## src/rtl/uft_pkg.sv

```systemverilog
package uft_pkg;

    localparam int unsigned WORD_W   = 8;
    localparam int unsigned MIN_BITS = 5;

    typedef enum logic [2:0] {
        ST_IDLE,
        ST_START,
        ST_DATA,
        ST_PARITY,
        ST_STOP
    } tx_state_e;

    localparam logic [1:0] PAR_ODD  = 2'd1;
    localparam logic [1:0] PAR_EVEN = 2'd2;

    localparam logic [1:0] STOP_ONE      = 2'd0;
    localparam logic [1:0] STOP_ONE_HALF = 2'd1;

    // data length in bits from the 2-bit length code
    function automatic logic [3:0] word_bits(input logic [1:0] code);
        return 4'(MIN_BITS) + {2'b00, code};
    endfunction

endpackage

```

## src/rtl/uft_baud_div.sv

```systemverilog
module uft_baud_div #(
    parameter int unsigned DIV_W = 16
) (
    input  logic             clk,
    input  logic             rst_n,
    input  logic             clear,
    input  logic             run,
    input  logic [DIV_W-1:0] div,
    output logic             tick
);

    logic [DIV_W-1:0] cnt_d, cnt_q;
    logic             last;

    always_comb begin
        last = (div <= DIV_W'(1)) || (cnt_q == div - DIV_W'(1));
        tick = run && !clear && last;
        if (clear || !run) begin
            cnt_d = '0;
        end else if (last) begin
            cnt_d = '0;
        end else begin
            cnt_d = cnt_q + DIV_W'(1);
        end
    end

    always_ff @(posedge clk or negedge rst_n) begin
        if (!rst_n) begin
            cnt_q <= '0;
        end else begin
            cnt_q <= cnt_d;
        end
    end

endmodule

```

## src/rtl/uft_parity.sv

```systemverilog
module uft_parity
    import uft_pkg::*;
(
    input  logic [WORD_W-1:0] data,
    input  logic [1:0]        len_code,
    input  logic [1:0]        mode,
    output logic              par
);

    logic [WORD_W-1:0] mask;
    logic [3:0]        nbits;
    logic              ones_odd;

    assign nbits = word_bits(len_code);

    for (genvar i = 0; i < WORD_W; i++) begin : g_mask
        assign mask[i] = (nbits > 4'(i));
    end

    always_comb begin
        ones_odd = ^(data & mask);
        if (mode == PAR_ODD) begin
            par = ~ones_odd;
        end else begin
            par = ones_odd;
        end
    end

endmodule

```

## src/rtl/uft_tx_fsm.sv

```systemverilog
module uft_tx_fsm
    import uft_pkg::*;
#(
    parameter int unsigned DIV_W = 16,
    parameter int unsigned OVS   = 16
) (
    input  logic              clk,
    input  logic              rst_n,
    input  logic              s_valid,
    input  logic [WORD_W-1:0] s_data,
    input  logic [1:0]        cfg_len,
    input  logic [1:0]        cfg_parity,
    input  logic [1:0]        cfg_stop,
    input  logic [DIV_W-1:0]  cfg_div,
    input  logic              par_in,
    input  logic              tick,
    output logic              accept,
    output logic              idle,
    output logic              tx,
    output logic [DIV_W-1:0]  div_q
);

    localparam int unsigned CNT_W   = $clog2(2 * OVS + 1);
    localparam int unsigned IDX_W   = $clog2(WORD_W);
    localparam logic [CNT_W-1:0] BIT_LIM  = CNT_W'(OVS);
    localparam logic [CNT_W-1:0] HALF_LIM = CNT_W'(OVS + OVS / 2);
    localparam logic [CNT_W-1:0] TWO_LIM  = CNT_W'(2 * OVS);

    typedef struct packed {
        tx_state_e         st;
        logic [CNT_W-1:0]  tcnt;
        logic [IDX_W-1:0]  idx;
        logic [WORD_W-1:0] sh;
        logic [3:0]        nbits;
        logic              par_en;
        logic              par_bit;
        logic [1:0]        stop;
        logic [DIV_W-1:0]  div;
        logic              line;
    } fsm_t;

    localparam fsm_t RST_VAL = '{
        st:      ST_IDLE,
        tcnt:    '0,
        idx:     '0,
        sh:      '0,
        nbits:   '0,
        par_en:  1'b0,
        par_bit: 1'b0,
        stop:    '0,
        div:     '0,
        line:    1'b1
    };

    fsm_t             r_d, r_q;
    logic [CNT_W-1:0] lim;
    logic             bit_done;
    logic             last_data;

    always_comb begin
        r_d       = r_q;
        accept    = 1'b0;
        last_data = ({1'b0, r_q.idx} == 4'(r_q.nbits - 4'd1));

        if (r_q.st == ST_STOP) begin
            if (r_q.stop == STOP_ONE) begin
                lim = BIT_LIM;
            end else if (r_q.stop == STOP_ONE_HALF) begin
                lim = HALF_LIM;
            end else begin
                lim = TWO_LIM;
            end
        end else begin
            lim = BIT_LIM;
        end
        bit_done = tick && (r_q.tcnt == lim - CNT_W'(1));

        if (r_q.st == ST_IDLE) begin
            if (s_valid) begin
                accept    = 1'b1;
                r_d.st    = ST_START;
                r_d.tcnt  = '0;
                r_d.idx   = '0;
                r_d.sh    = s_data;
                r_d.nbits = word_bits(cfg_len);
                r_d.par_en  = (cfg_parity == PAR_ODD) || (cfg_parity == PAR_EVEN);
                r_d.par_bit = par_in;
                r_d.stop  = cfg_stop;
                r_d.div   = cfg_div;
                r_d.line  = 1'b0;
            end
        end else if (tick) begin
            if (!bit_done) begin
                r_d.tcnt = r_q.tcnt + CNT_W'(1);
            end else begin
                r_d.tcnt = '0;
                unique case (r_q.st)
                    ST_START: begin
                        r_d.st   = ST_DATA;
                        r_d.line = r_q.sh[0];
                    end
                    ST_DATA: begin
                        if (last_data) begin
                            if (r_q.par_en) begin
                                r_d.st   = ST_PARITY;
                                r_d.line = r_q.par_bit;
                            end else begin
                                r_d.st   = ST_STOP;
                                r_d.line = 1'b1;
                            end
                        end else begin
                            r_d.idx  = r_q.idx + IDX_W'(1);
                            r_d.sh   = r_q.sh >> 1;
                            r_d.line = r_q.sh[1];
                        end
                    end
                    ST_PARITY: begin
                        r_d.st   = ST_STOP;
                        r_d.line = 1'b1;
                    end
                    ST_STOP: begin
                        r_d.st   = ST_IDLE;
                        r_d.line = 1'b1;
                    end
                    default: begin
                        r_d = RST_VAL;
                    end
                endcase
            end
        end
    end

    always_ff @(posedge clk or negedge rst_n) begin
        if (!rst_n) begin
            r_q <= RST_VAL;
        end else begin
            r_q <= r_d;
        end
    end

    assign idle  = (r_q.st == ST_IDLE);
    assign tx    = r_q.line;
    assign div_q = r_q.div;

endmodule

```

## src/rtl/uart_frame_tx.sv

```systemverilog
module uart_frame_tx
    import uft_pkg::*;
#(
    parameter int unsigned DIV_W = 16,
    parameter int unsigned OVS   = 16
) (
    input  logic             clk,
    input  logic             rst_n,
    input  logic             s_valid,
    output logic             s_ready,
    input  logic [7:0]       s_data,
    input  logic [1:0]       cfg_len,
    input  logic [1:0]       cfg_parity,
    input  logic [1:0]       cfg_stop,
    input  logic [DIV_W-1:0] cfg_div,
    output logic             tx,
    output logic             busy
);

    logic             tick_w;
    logic             accept_w;
    logic             idle_w;
    logic             par_w;
    logic [DIV_W-1:0] div_q_w;

    uft_parity i_parity (
        .data     (s_data),
        .len_code (cfg_len),
        .mode     (cfg_parity),
        .par      (par_w)
    );

    uft_baud_div #(.DIV_W(DIV_W)) i_div (
        .clk   (clk),
        .rst_n (rst_n),
        .clear (accept_w),
        .run   (!idle_w),
        .div   (div_q_w),
        .tick  (tick_w)
    );

    uft_tx_fsm #(.DIV_W(DIV_W), .OVS(OVS)) i_fsm (
        .clk        (clk),
        .rst_n      (rst_n),
        .s_valid    (s_valid),
        .s_data     (s_data),
        .cfg_len    (cfg_len),
        .cfg_parity (cfg_parity),
        .cfg_stop   (cfg_stop),
        .cfg_div    (cfg_div),
        .par_in     (par_w),
        .tick       (tick_w),
        .accept     (accept_w),
        .idle       (idle_w),
        .tx         (tx),
        .div_q      (div_q_w)
    );

    assign s_ready = idle_w;
    assign busy    = !idle_w;

endmodule

```

## config.mk

```make
export PLATFORM = sky130hd
export DESIGN_NAME = uart_frame_tx
export DESIGN_NICKNAME = d
export VERILOG_FILES = /design/src/rtl/uft_pkg.sv /design/src/rtl/uft_baud_div.sv /design/src/rtl/uft_parity.sv /design/src/rtl/uft_tx_fsm.sv /design/src/rtl/uart_frame_tx.sv
export SDC_FILE = /design/constraint.sdc
export NUM_CORES = 1
export LEC_CHECK = 0
export CAP_MARGIN = 30
export CORE_MARGIN = 2
export CORE_UTILIZATION = 50
export CTS_CLUSTER_DIAMETER = 200
export DETAILED_ROUTE_END_ITERATION = 10
export PLACE_DENSITY = 0.67
export SLEW_MARGIN = 15
export SYNTH_ARGS = -nofsm -noshare
export SYNTH_HDL_FRONTEND = slang
export SYNTH_SLANG_ARGS = --single-unit
```

## constraint.sdc

```tcl
create_clock -name clk -period 5.3 [get_ports clk]
set_input_delay 1.06 -clock clk [delete_from_list [all_inputs] [get_ports clk]]
set_output_delay 1.06 -clock clk [all_outputs]
set_load 0.01 [all_outputs]
```

==> results of run 1 <==
## sequential cells by signal (all words and copies together) (netlist names)
| name | flops |
|---|---|
| i_div.cnt_q | 16 |
| i_fsm.tx | 1 |
| i_fsm.r_q | 28 |
| i_fsm.div_q | 16 |
## logic make-up (layout without fill, tap and decap cells)
| family | after synthesis | after routing | share of synthesized area, % |
|---|---|---|---|
| muxes | 17 | 17 | 5.47 |
| DFF | 61 | 61 | 40.5 |
| and+or+nand+nor | 139 | 139 | 19.7 |
| adders and majority gates | 13 | 13 | 4.31 |
| xor gates and xnor gates | 47 | 47 | 10.9 |
| buffers and inverters | 34 | 69 | 3.71 |
| AOI/OAI and AO/OA | 74 | 74 | 15.5 |
## area by class of cell
| cell class | instances | area share (%) |
|---|---|---|
| multi-input combinational | 290 | 47.8 |
| timing repair buffer | 39 | 8.69 |
| tap | 99 | 2.81 |
| inverter | 14 | 1.19 |
| sequential | 61 | 34.7 |
| clock inverter | 7 | 2.04 |
| clock buffer | 9 | 2.81 |
## stage by stage
step / total power, mW / cell area, um^2 / util, %
after floorplan: 0.490 / 3770 / -
after detailed placement: 0.528 / 4180 / 57.3
final: 0.969 / 4410 / 60.4
after global placement: 0.527 / 4180 / 57.3
after global routing: 1.01 / 4410 / 60.4
after CTS: 0.983 / 4390 / 60.2
## final timing paths
kind / from / to / slack, ns
max in group asynchronous: rst_n / i_div.cnt_q[7] / 3.91
setup reg to reg: i_fsm.div_q[0] / i_fsm.r_q[42] / 1.84
min in group asynchronous: rst_n / i_div.cnt_q[12] / 0.87
setup / recovery: i_fsm.div_q[0] / i_fsm.r_q[42] / 1.84
hold reg to reg: i_fsm.tx / i_fsm.tx / 0.50
hold / removal: i_fsm.tx / i_fsm.tx / 0.50
## tightest hold or removal path, delay by kind of cell, from the launching register on
family	cells	cell delay, ns
and+or+nand+nor	1	0.04
AOI/OAI and AO/OA	1	0.08
DFF	1	0.37
## per-layer routing
layer / routed length, um / vias to the layer above
li1: - / 1446
met1: 3820 / 1431
met2: 4000 / 48
met3: 272 / 6
met4: 70 / 0
met5: 0 / -
## placed cells by master (no fill, tap or decap), types with 3 or more instances in the layout
| cell type | n |
|---|---|
| nor2b_1 | 5 |
| mux2_4 | 7 |
| xor2_1 | 19 |
| or4_1 | 3 |
| nand4_1 | 5 |
| clkdlybuf4s50_1 | 34 |
| or3_1 | 3 |
| nor4_1 | 5 |
| clkinv_2 | 3 |
| inv_1 | 14 |
| ha_1 | 13 |
| a21oi_1 | 9 |
| and3_1 | 6 |
| nor2_1 | 35 |
| nand3_1 | 17 |
| mux2i_1 | 9 |
| nand3b_1 | 6 |
| dfrtp_1 | 60 |
| o21ai_0 | 9 |
| a22o_1 | 30 |
| buf_4 | 3 |
| and2_1 | 4 |
| nand2_1 | 22 |
| nor3_1 | 10 |
| xnor2_1 | 28 |
| nand2b_1 | 6 |
| clkbuf_8 | 9 |
## power by group through the flow
stage               registers, mW  logic [mW]  clock network (mW)
finish                      0.465      0.0519               0.452
global route                0.465      0.0583               0.486
CTS                         0.465      0.0535               0.465
detailed placement          0.474      0.0533                   0
global placement            0.474      0.0531                   0
floorplan                   0.474      0.0151                   0
==> metrics, run 1 <==
Post-CTS Hold Fix Bufs 0; share of Yosys cell area claimed by the top area cell type 39.8%; first-pass GRT wire length 14400 um; outcome finished, final reports clean; logic depth of the worst setup path including buffers 10; unrepaired setup endpoints after global routing false; Internal Dissipation 0.757 mW; post-route ant nets 0; Synth cell types 59; most common library cells after synthesis dfrtp_1, nor2_1, a22o_1; post-placement cell count 502; placeable core region 7290 um^2; Final Setup Violations 0; critical-path cell with the highest stage delay or4b_1; buffers and inverters on the worst path 1; most common cell in the synthesized netlist dfrtp_1; leakage power figure 1.94 nW; Die Span X 90.9 um; category of the worst setup path launch point register; switching power as a share of total power 21.9%; number of cells produced by synthesis 385; largest fanout on the critical path 14; relative contribution of combinational cells to total power 5.4%; Net Switching 0.212 mW; footprint of the multi-input gates 2110 um^2; buffer count from post-CTS setup fixing 0; DRC violations left 0; worst slack, placed 1.80 ns; Global Route met2 Usage 35.0%; critical path cell sequence inv_1 -> ha_1 -> or4b_1 -> nor4_2 -> o211ai_1 -> a22oi_2 -> nand4_2 -> and2_1 -> or4_1 -> a32oi_1; total length of routed wires 8170 um; detailed router's first-iteration violation count 114; Post-Syn Area per Cell 9.80 um^2; drt via density 5.65; total CTS buffers 9; slew at the pin closest to its max-slew limit 0.769 ns; count of pins over their slew limit 0; relative slew slack 48.7%; Clock Skews 0.00721 ns; clock-pin slew on the worst setup and hold paths 0.07 ns; Initial Utilization 51.8%; count of flip-flops with a built-in enable after synthesis 0; count of filler cells inserted in the layout 664; area of the die 8260 um^2; number of vias after detailed routing 2931; most used routing layer in global routing met2; sink count of the clock tree 61; Power per Cell Area 220 nW/um^2; share of cells above drive strength 1 9.29%; period utilization 65.3%; number of nets in the layout 461; peak ir drop on the vdd network 126 uV; setup total negative slack 0 ns; logic depth of the worst register-to-register path 10; die span in y 90.9 um; async set-reset flop share out of synthesis 100%; class of the most critical setup path register to register; quantity of gates resized following cts 0; clock tree from TritonCTS built; proportion of synthesized chip area in sequential cells 40.5%; Critical Path Sink Type register; share of power burned in registers 48.0%; part of the power in the clock network 46.6%; clock period minus worst slack 3.46 ns; cell taking the most area after synthesis dfrtp_1; placer congestion estimate 0.859; gr ovfl total 0; worst hold slack after final layout 0.497 ns; vias in the first global route 2964; row count 31; cell type group with the largest total delay on the critical path simple AND/OR/NAND/NOR gates; router iterations before antenna repair 4; PortBufs 35; max-cap violation count 0; main area contributors after synthesis dfrtp_1, a22o_1, xnor2_1, xor2_1, ha_1; total routing resource utilization after global routing 21.6%; flip-flop and latch count after synthesis 61; final routed wire length divided by cell count 15.7 um; worst hold-check path type register to register; total area of sequential cells 1530 um^2; timing-limited maximum frequency 289 MHz; clock latency at the later pin of the worst-skew pair 0.34 ns; met3 capacity usage during global routing 4.84%; post-synthesis cell area 3770 um^2; placed wire-length estimate after detailed placement 5730 um; data arrival at the endpoint of the critical path 3.71 ns; area growth from synthesis to layout 16.8%; yosys synthesis warning count 0; delay of the slowest cell on the worst path 0.63 ns; count of final hold-check violations 0; Final Non-Filler Cells 519; cell at the root of the clock tree clkbuf_8; WHS Path Cells 2; total number of H-tree levels 3; CTS max path bufs 2; grt met1 use 29.0%; number of antenna violations at the first check in global routing 0; Diodes inserted 0; maximum number of pins on one net before global-route repair 62; post-route setup slack 1.84 ns; top_reg_cell synth dfrtp_1; Syn Nets 431; critical path required time 5.55 ns; number of top-level pins 36
(Power assumes the default switching activity.)
==> inputs of run 2 (changes only) <==
==> constraint.sdc (replaced) <==
create_clock -name clk -period 3.62 [get_ports clk]
set_input_delay 0.724 -clock clk [delete_from_list [all_inputs] [get_ports clk]]
set_output_delay 0.724 -clock clk [all_outputs]
set_load 0.01 [all_outputs]
==> run 2 against run 1 <==
Against the previous run: power grew 41%; largest power group unchanged; final cell count grew 0.39%; setup slack lost 1.5 ns; wire length grew 0.29%; cell area is essentially flat; flip-flop and latch count is the same; sequential power grew 47%; via count grew 0.51%; register-to-register slack lost 1.5 ns.
==> metrics, run 2 (synthesis results as in run 1) <==
outcome finished, final reports clean; peak ir drop on the vdd network 239 uV (+90%); total length of routed wires 8190 um (+0.29%); unrepaired setup endpoints after global routing false; relative slew slack 53.1% (+4.4 points); grt met1 use 28.0% (-0.97 points); placer congestion estimate 0.841 (-2.1%); area growth from synthesis to layout 16.9% (about the same); vias in the first global route 2864 (-3.4%); total CTS buffers 9 (unchanged); category of the worst setup path launch point register; data arrival at the endpoint of the critical path 3.55 ns (-0.16 ns); Clock Skews 0.00613 ns (-0.00108 ns); worst slack, placed 0.231 ns (-1.57 ns); Diodes inserted 0 (unchanged); final routed wire length divided by cell count 15.7 um (about the same); placeable core region 7290 um^2 (unchanged); number of nets in the layout 464 (+0.65%); count of final hold-check violations 0 (unchanged); setup total negative slack 0 ns (unchanged); overall power consumption 1.37 mW (+41%); Initial Utilization 51.8% (unchanged); Most flops, register i_fsm.r_q; sink count of the clock tree 61 (unchanged); timing-limited maximum frequency 300 MHz (+3.9%); total routing resource utilization after global routing 20.9% (-0.67 points); core occupancy in the finished layout 60.5% (about the same); Critical Path Sink Type register; clock period minus worst slack 3.33 ns (-0.131 ns); area of the die 8260 um^2 (unchanged); DRC violations left 0 (unchanged); critical path required time 3.84 ns (-1.71 ns); leakage power figure 1.95 nW (+0.49%); slew at the pin closest to its max-slew limit 0.703 ns (-0.0659 ns); row count 31 (unchanged); buffer count from post-CTS setup fixing 0 (unchanged); Post-CTS Hold Fix Bufs 0 (unchanged); Global Route met2 Usage 34.1% (-0.87 points); most used routing layer in global routing met2; gr ovfl total 0 (unchanged); quantity of gates resized following cts 0 (unchanged); worst hold slack after final layout 0.384 ns (-0.112 ns); met3 capacity usage during global routing 5.76% (+0.92 points); count of pins over their slew limit 0 (unchanged); most frequent standard cell in the layout excluding fill and tap cells dfrtp_1; max-cap violation count 0 (unchanged); drt via density 5.65 (+0.13%); post-route ant nets 0 (unchanged); delay of the slowest cell on the worst path 0.61 ns (-0.02 ns); critical-path cell with the highest stage delay or4b_1; Die Span X 90.9 um (unchanged); placed wire-length estimate after detailed placement 5910 um (+3.0%); worst hold-check path type primary input to async pin; period utilization 92.0% (+27 points); clock tree from TritonCTS built; die span in y 90.9 um (unchanged); PortBufs 35 (unchanged); critical path cell sequence inv_1 -> ha_1 -> or4b_1 -> nor4_2 -> o211ai_1 -> a22oi_2 -> nand4_2 -> a211oi_4 -> o22ai_2 -> buf_6 -> a22o_1; most frequent cells in the layout dfrtp_1, nor2_1, clkdlybuf4s50_1; flip-flop count of the largest register, all copies and words added 28 (unchanged); maximum number of pins on one net before global-route repair 39 (-37%); cell at the root of the clock tree clkbuf_8; Final Setup Violations 0 (unchanged); router iterations before antenna repair 4 (unchanged); CTS max path bufs 2 (unchanged); largest fanout on the critical path 14 (unchanged); Power per Cell Area 311 nW/um^2 (+41%); clock latency at the later pin of the worst-skew pair 0.33 ns (about the same); share of cells above drive strength 1 9.72% (+0.43 points); class of the most critical setup path register to register; clock-pin slew on the worst setup and hold paths 0.07 ns (about the same); detailed router's first-iteration violation count 132 (+16%); first-pass GRT wire length 13800 um (-3.8%); number of top-level pins 36 (unchanged); post-route setup slack 0.288 ns (-1.55 ns); total number of H-tree levels 3 (unchanged); number of vias after detailed routing 2946 (+0.51%); number of antenna violations at the first check in global routing 0 (unchanged)
[run 2: cell type report]
| cell class | instances | area [um^2] |
|---|---|---|
| clock buffer | 11 | 151 |
| clock inverter | 4 | 47.5 |
| fill | 648 | 2880 |
| inverter | 14 | 52.6 |
| multi-input combinational | 290 | 2110 |
| sequential | 61 | 1530 |
| tap | 99 | 124 |
| timing repair buffer | 42 | 402 |
[run 2: per-layer routing]
layer / share of wire (%) / wire (um)
met1: 47 / 3850
met2: 49 / 4050
met3: 3.2 / 264
met4: 0.31 / 25
met5: 0 / 0
[run 2: stage by stage]
step                std cells  cell area [um^2]
floorplan                 385              3770
global placement          505              4200
detailed placement        505              4200
CTS                       520              4400
global route              521              4410
finish                    521              4410
[run 2: report_power, final]
part           switching [mW]  total, mW  internal, mW
Sequential                  0      0.682         0.682
Clock                   0.261      0.611         0.349
Combinational          0.0337     0.0779        0.0442
Total                   0.295       1.37          1.07
[run 2: path summary, 6_finish.rpt]
path / start / end / slack (ns) / cells past startpoint
worst max-delay path: i_fsm.div_q[1] / i_fsm.r_q[21] / 0.29 / 11
worst min-delay path: rst_n / i_div.cnt_q[13] / 0.38 / 1
worst max register to register: i_fsm.div_q[1] / i_fsm.r_q[21] / 0.29 / 11
worst min register to register: i_fsm.r_q[32] / i_fsm.r_q[32] / 0.50 / 1
max in group asynchronous: rst_n / i_fsm.tx / 2.32 / 2
min in group clk: i_fsm.r_q[32] / i_fsm.r_q[32] / 0.50 / 1
[run 2: critical path, delay by kind of cell, from the launching register on]
family                     cells  cell delay [ns]
AOI/OAI and AO/OA              5             1.20
adders and majority gates      1             0.23
buffers and inverters          2             0.35
DFF                            1             0.43
and+or+nand+nor                3             1.00
==> inputs of run 3 (changes only) <==
--- a/config.mk
+++ b/config.mk
@@ -9,6 +9,7 @@
 export CORE_MARGIN = 2
 export CORE_UTILIZATION = 50
 export CTS_CLUSTER_DIAMETER = 200
+export CTS_CLUSTER_SIZE = 40
 export DETAILED_ROUTE_END_ITERATION = 10
 export PLACE_DENSITY = 0.67
 export SLEW_MARGIN = 15
==> results of run 3 <==
No change in the layout: final DEF, timing and power equal those of run 2.
